--- src/rtl/intc_pkg.sv ---
`timescale 1ns/1ps
package intc_pkg;
    // Register byte offsets
    localparam int unsigned OFF_PEND  = 32'h00;
    localparam int unsigned OFF_MASK  = 32'h04;
    localparam int unsigned OFF_NSRC  = 32'h08;
    localparam int unsigned OFF_FSRC  = 32'h0C;
    localparam int unsigned OFF_CTRL  = 32'h10;
    localparam int unsigned OFF_GATE  = 32'h14;
    localparam int unsigned OFF_LVL   = 32'h80;
    // Configuration word fields
    localparam int unsigned CFG_FAST  = 0;
    localparam int unsigned CFG_LEVEL = 1;
    localparam int unsigned CFG_PRIO  = 2;
    // Control word bits
    localparam int unsigned ACK_NORM  = 0;
    localparam int unsigned ACK_FAST  = 1;
endpackage

--- src/rtl/intc_arbiter.sv ---
`timescale 1ns/1ps
module intc_arbiter #(
    parameter int N_LINES = 32,
    parameter int PRIO_W  = 5,
    localparam int IDX_W  = $clog2(N_LINES)
) (
    input  logic [N_LINES-1:0]             req,
    input  logic [N_LINES-1:0][PRIO_W-1:0] prio,
    output logic                           found,
    output logic [IDX_W-1:0]               win_idx
);
    logic [PRIO_W-1:0] best;

    // Strict less-than keeps the lower index on a tie.
    always_comb begin
        found   = 1'b0;
        win_idx = '0;
        best    = '1;
        for (int i = 0; i < N_LINES; i++) begin
            if (req[i] && (!found || prio[i] < best)) begin
                found   = 1'b1;
                best    = prio[i];
                win_idx = IDX_W'(i);
            end
        end
    end
endmodule

--- src/rtl/intc_channel.sv ---
`timescale 1ns/1ps
module intc_channel #(
    parameter int IDX_W = 5
) (
    input  logic             clk,
    input  logic             rst_n,
    input  logic             ack,
    input  logic             cand_ok,
    input  logic [IDX_W-1:0] cand_idx,
    output logic             held,
    output logic [IDX_W-1:0] held_idx
);
    typedef struct packed {
        logic             held;
        logic [IDX_W-1:0] idx;
    } ch_t;

    ch_t cur_q, nxt_d;

    always_comb begin
        nxt_d = cur_q;
        if (cur_q.held) begin
            if (ack) nxt_d.held = 1'b0;
        end else if (cand_ok) begin
            nxt_d.held = 1'b1;
            nxt_d.idx  = cand_idx;
        end
    end

    always_ff @(posedge clk or negedge rst_n) begin
        if (!rst_n) cur_q <= '0;
        else        cur_q <= nxt_d;
    end

    assign held     = cur_q.held;
    assign held_idx = cur_q.idx;

    // latched number is frozen until released
    assert_frozen_R8: assert property (@(posedge clk) disable iff (!rst_n)
        (held && !ack) |=> (held && $stable(held_idx)));
endmodule

--- src/rtl/intc_bank.sv ---
`timescale 1ns/1ps
module intc_bank #(
    parameter int N_LINES    = 32,
    parameter int PRIO_W     = 5,
    parameter int BANK_INDEX = 0,
    parameter int ADDR_W     = 8,
    parameter int DATA_W     = 32
) (
    input  logic               clk,
    input  logic               rst_n,
    input  logic [N_LINES-1:0] src_in,
    input  logic               bus_wr,
    input  logic [ADDR_W-1:0]  bus_addr,
    input  logic [DATA_W-1:0]  bus_wdata,
    output logic [DATA_W-1:0]  bus_rdata,
    output logic               norm_irq,
    output logic               fast_irq
);
    import intc_pkg::*;

    localparam int IDX_W = $clog2(N_LINES);
    localparam int LVL_W = PRIO_W + 2;
    localparam int SRC_BASE = BANK_INDEX * N_LINES;

    typedef struct packed {
        logic [N_LINES-1:0]            mask;
        logic [N_LINES-1:0]            pend;
        logic [N_LINES-1:0]            prev;
        logic                          gate;
        logic [N_LINES-1:0][LVL_W-1:0] lvl;
    } regs_t;

    regs_t cur_q, nxt_d;

    logic                           fast_ok;
    logic [N_LINES-1:0]             trig_lvl, route_fast, active;
    logic [N_LINES-1:0][PRIO_W-1:0] prio;
    logic                           n_found, f_found, n_held, f_held;
    logic [IDX_W-1:0]               n_win, f_win, n_idx, f_idx;
    logic                           wr_pend, wr_mask, wr_gate, ack_n, ack_f;
    logic                           is_lvl;
    logic [ADDR_W-1:0]              lvl_off;
    logic [IDX_W-1:0]               lidx;
    logic                           p;

    // Fast routing exists only in the first bank
    generate
        if (BANK_INDEX == 0) begin : g_fast_on
            assign fast_ok = 1'b1;
        end else begin : g_fast_off
            assign fast_ok = 1'b0;
        end
    endgenerate

    genvar gi;
    generate
        for (gi = 0; gi < N_LINES; gi++) begin : g_line
            assign trig_lvl[gi]   = cur_q.lvl[gi][CFG_LEVEL];
            assign route_fast[gi] = cur_q.lvl[gi][CFG_FAST];
            assign prio[gi]       = cur_q.lvl[gi][CFG_PRIO +: PRIO_W];
        end
    endgenerate

    assign active = cur_q.pend & ~cur_q.mask;

    // Bus decode
    assign wr_pend = bus_wr && (bus_addr == ADDR_W'(OFF_PEND));
    assign wr_mask = bus_wr && (bus_addr == ADDR_W'(OFF_MASK));
    assign wr_gate = bus_wr && (bus_addr == ADDR_W'(OFF_GATE));
    assign ack_n   = bus_wr && (bus_addr == ADDR_W'(OFF_CTRL)) && bus_wdata[ACK_NORM];
    assign ack_f   = bus_wr && (bus_addr == ADDR_W'(OFF_CTRL)) && bus_wdata[ACK_FAST];
    assign lvl_off = bus_addr - ADDR_W'(OFF_LVL);
    assign lidx    = lvl_off[IDX_W+1:2];
    assign is_lvl  = (bus_addr >= ADDR_W'(OFF_LVL)) && (lvl_off[1:0] == 2'b00)
                     && (int'(lvl_off >> 2) < N_LINES);

    intc_arbiter #(.N_LINES(N_LINES), .PRIO_W(PRIO_W)) u_arb_norm (
        .req(active & ~route_fast), .prio(prio), .found(n_found), .win_idx(n_win));
    intc_arbiter #(.N_LINES(N_LINES), .PRIO_W(PRIO_W)) u_arb_fast (
        .req(active & route_fast), .prio(prio), .found(f_found), .win_idx(f_win));

    intc_channel #(.IDX_W(IDX_W)) u_ch_norm (
        .clk(clk), .rst_n(rst_n), .ack(ack_n), .cand_ok(n_found),
        .cand_idx(n_win), .held(n_held), .held_idx(n_idx));
    intc_channel #(.IDX_W(IDX_W)) u_ch_fast (
        .clk(clk), .rst_n(rst_n), .ack(ack_f), .cand_ok(f_found),
        .cand_idx(f_win), .held(f_held), .held_idx(f_idx));

    always_comb begin
        nxt_d      = cur_q;
        nxt_d.prev = src_in;
        p          = 1'b0;
        for (int i = 0; i < N_LINES; i++) begin
            if (trig_lvl[i]) begin
                nxt_d.pend[i] = src_in[i];
            end else begin
                p = cur_q.pend[i];
                if (wr_pend) p = p & bus_wdata[i];
                if (ack_n && n_held && n_idx == IDX_W'(i)) p = 1'b0;
                if (ack_f && f_held && f_idx == IDX_W'(i)) p = 1'b0;
                if (src_in[i] && !cur_q.prev[i]) p = 1'b1;
                nxt_d.pend[i] = p;
            end
        end
        if (wr_mask) nxt_d.mask = bus_wdata[N_LINES-1:0];
        if (wr_gate) nxt_d.gate = bus_wdata[0];
        if (bus_wr && is_lvl)
            nxt_d.lvl[lidx] = {bus_wdata[LVL_W-1:1], bus_wdata[CFG_FAST] & fast_ok};
    end

    always_ff @(posedge clk or negedge rst_n) begin
        if (!rst_n) begin
            cur_q      <= '0;
            cur_q.mask <= '1;
            cur_q.gate <= 1'b1;
        end else begin
            cur_q <= nxt_d;
        end
    end

    assign norm_irq = n_held && active[n_idx] && !cur_q.gate;
    assign fast_irq = f_held && active[f_idx] && !cur_q.gate;

    always_comb begin
        bus_rdata = '0;
        if (is_lvl) begin
            bus_rdata[LVL_W-1:0] = cur_q.lvl[lidx];
        end else begin
            case (bus_addr)
                ADDR_W'(OFF_PEND): bus_rdata[N_LINES-1:0] = cur_q.pend;
                ADDR_W'(OFF_MASK): bus_rdata[N_LINES-1:0] = cur_q.mask;
                ADDR_W'(OFF_GATE): bus_rdata[0] = cur_q.gate;
                ADDR_W'(OFF_NSRC): if (n_held) bus_rdata = DATA_W'(SRC_BASE + int'(n_idx));
                ADDR_W'(OFF_FSRC): if (f_held) bus_rdata = DATA_W'(SRC_BASE + int'(f_idx));
                default: bus_rdata = '0;
            endcase
        end
    end

    // a request never names a masked line
    assert_req_unmasked_R2: assert property (@(posedge clk) disable iff (!rst_n)
        (norm_irq |-> !cur_q.mask[n_idx]) and (fast_irq |-> !cur_q.mask[f_idx]));

    // nothing active means both outputs quiet
    assert_idle_quiet_R10: assert property (@(posedge clk) disable iff (!rst_n)
        (active == '0) |-> (!norm_irq && !fast_irq));

    // level lines track the input one cycle late
    assert_level_follow_R5: assert property (@(posedge clk) disable iff (!rst_n)
        1'b1 |=> (((cur_q.pend ^ $past(src_in)) & $past(trig_lvl)) == '0));

    // non-zero banks never raise the fast output
    generate
        if (BANK_INDEX != 0) begin : g_chk_nofast
            assert_no_fast_R4: assert property (@(posedge clk) disable iff (!rst_n)
                !fast_irq);
        end
    endgenerate
endmodule

--- config.mk ---
export PLATFORM = sky130hd
export DESIGN_NAME = intc_bank
export DESIGN_NICKNAME = d
export VERILOG_FILES = /design/src/rtl/intc_pkg.sv /design/src/rtl/intc_arbiter.sv /design/src/rtl/intc_channel.sv /design/src/rtl/intc_bank.sv
export SDC_FILE = /design/constraint.sdc
export NUM_CORES = 2
export LEC_CHECK = 0
export BUFFER_PORTS_ARGS = -buffer_cell sky130_fd_sc_hd__buf_2
export CAP_MARGIN = 10
export CORE_ASPECT_RATIO = 1.5
export CORE_MARGIN = 3
export CORE_UTILIZATION = 35
export CTS_CLUSTER_DIAMETER = 80
export DETAILED_ROUTE_END_ITERATION = 8
export PLACE_DENSITY = 0.52
export SKIP_CTS_REPAIR_TIMING = 1
export SLEW_MARGIN = 0
export SYNTH_ARGS = -nofsm -noshare
export SYNTH_HDL_FRONTEND = slang
export SYNTH_SLANG_ARGS = --single-unit
--- constraint.sdc ---
create_clock -name clk -period 53.5 [get_ports clk]
set_input_delay 8.025 -clock clk [delete_from_list [all_inputs] [get_ports clk]]
set_output_delay 8.025 -clock clk [all_outputs]
set_load 0.02 [all_outputs]
==> run metrics <==
relative slew slack about an eighth; Post-Syn Nets about 4000; commonest non-fill, non-tap cells in the layout 393 x nand2_1, 327 x nor2_1, 300 x dfrtp_1; Ys Warns 0; Avg WL per Cell approximately 26 µm; worst hold path cell count 3; initial core utilization 35.4%; ranking of synthesized cells by area dfrtp_1 23%, mux2_2 8.7%, mux4_2 6.2%, ha_1 5.0%, nand2_1 4.5%; Cells after Synth 3789; peak fanout along the critical path 15; routed wire length 137 mm; Max Freq ~20 MHz; die span in y 382 µm; Post-synth EDFFs 0; Distinct cells, synth 130; number of antenna violations at the first check in global routing 7; Final period util between 90% and 100%; Final Skew between 20 and 25 ps; Core Util, Final between 30% and 40%; total die area approximately 98000 µm²; Tmin final 49790 ps; Root Buffer Master clkbuf_16; router iterations before antenna repair 8; Critical Path RT 54000 ps; number of vias per cell between 6 and 7; first-pass GRT wire length roughly 200 mm; asr flop ratio synth 100%; vias 32071; final instance area between 30000 and 40000 µm²; Post-Syn Area per Cell 8.68 µm²; remaining antenna violation count 0; Crit Path Class flip-flop to flip-flop; share of layout cells above drive strength 1 a little under a quarter; final setup fails 0; outcome finished clean; IO Count 109; count of nets after finishing 4136; final hold viol count 0; CTS Buf Count 39; buffer depth of the longest clock path 3; post-synth top area cell dfrtp_1; I/O Buffers about 110; Total Routing Usage GR a little over a quarter; commonest non-fill, non-tap cell in the layout nand2_1; die width between 200 and 300 µm; post-DP HPWL about 110 mm; Iter 0 DRT Violations ~2200; Critical Path Max Stage Delay 560 ps; Layout area overhead 12.8%; Syn Std Cell Area 32900 µm²; Rows around 140; CP most frequent cell ha_1; sequential-to-total area share from yosys stat 25.4%; vias in the first global route 31859; drc violations 0; Slew @ Worst Pin approximately 1300 ps; GR Overflow Total 0; Synth top area share between 20% and 30%; Hold/Removal Path Class flip-flop to flip-flop; Clock transition at path regs about 70 ps; FF-to-FF path depth about 260; Placer Congestion ~0.97; largest net degree at the start of global routing around 110; Max-cap violations 0; CP Capture Type flip-flop; Crit-path slowest cell dfstp_2; Pins Over Slew Limit 0; CTS sink count roughly 330; CP Launch Type flip-flop; htree depth 2; commonest register cell after synthesis dfrtp_1; Placed Area between 30000 and 40000 µm²; Worst Path Arrival 50300 ps; core area 93100 µm²; synthesis-stage register bit count between 300 and 400; CTS tree yes; worst-skew pair later-pin latency 610 ps
kinds of logic (layout without fill, tap and decap cells):
family          count (synthesis)  after routing  synth area share [%]
compound gates               1107           1107                  24.3
xor+xnor                       23             23                 0.612
fa+ha+maj                     158            158                  5.81
buf+inv                       349            520                  4.67
flops                         333            333                  25.4
mux                           495            495                  19.7
other cells                     0              6                     0
simple gates                 1324           1324                  19.5
cells in the mapped netlist, types with 36 or more instances:
library cell  count
a31oi_1          43
o211ai_1        100
nand2_1         395
mux2i_1         124
a211oi_1         43
nor2_1          333
o21ai_0         217
nor3_1           95
mux2_2          254
nand2b_1         82
dfrtp_1         300
and2_1           39
a221oi_1         36
mux4_2           90
nor2b_1          46
clkbuf_1         90
a21oi_1         178
inv_1           176
ha_1            132
nand3_1          82
a21o_1           76
through the flow:
| step | hold slack, ps | setup TNS [ps] | cells | setup slack (ps) |
|---|---|---|---|---|
| 2_1_floorplan | 497 | 0 | 3789 | 7100 |
| 3_3_place_gp | 525 | 0 | 5102 | 951 |
| 3_5_place_dp | 537 | -159 | 5102 | -140 |
| 4_1_cts | 555 | -727 | 5174 | -295 |
| 5_1_grt | 578 | -107 | 5212 | -107 |
| 6_report | 549 | 0 | 5217 | 3710 |
metal layers:
| layer | share of wire (%) | vias up | global-route usage [%] | wire (µm) |
|---|---|---|---|---|
| met5 | 0.010 | - | 0 | 14 |
| met4 | 6.5 | 2 | 15.3 | 8850 |
| met3 | 5.1 | 332 | 3.35 | 7060 |
| met2 | 50 | 1077 | 49.0 | 68900 |
| met1 | 38 | 16000 | 31.1 | 52300 |
| li1 | - | 14660 | - | - |
final cells by class:
type | count | area (µm²)
multi-input cells | 3107 | 23400
repair buffers | 270 | 1780
diodes | 6 | 15.0
inverters | 178 | 668
flip-flops and latches | 333 | 8370
clock buffers | 53 | 1090
clock inverters | 19 | 221
well taps | 1251 | 1570
fillers | 9524 | 56000
state kept, by name, summed over array words and instances, names as in the netlist:
register / flops
u_ch_norm.held_idx: 5
u_ch_norm.held: 1
u_ch_fast.held: 1
u_ch_fast.held_idx: 5
cur_q: 321
critical path, delay by kind of cell (launching register included):
family,cells,cell delay [ps]
AOI/OAI and AO/OA,115,23640
buffers and inverters,19,1560
adders and majority gates,32,8850
muxes,15,3610
and+or+nand+nor,75,11430
DFF,1,560
worst paths after layout:
kind                             from                     to  slack, ps
max reg2reg                cur_q[289]  u_ch_fast.held_idx[0]       3710
min                        cur_q[244]             cur_q[276]        550
max                        cur_q[289]  u_ch_fast.held_idx[0]       3710
min reg2reg                cur_q[244]             cur_q[276]        550
min in group asynchronous       rst_n              cur_q[66]       7420
max in group asynchronous       rst_n             cur_q[254]      43930
Power is left out: the tool's default activity adds up to more than one toggle a clock period on the data nets, which glitch-free logic cannot reach.
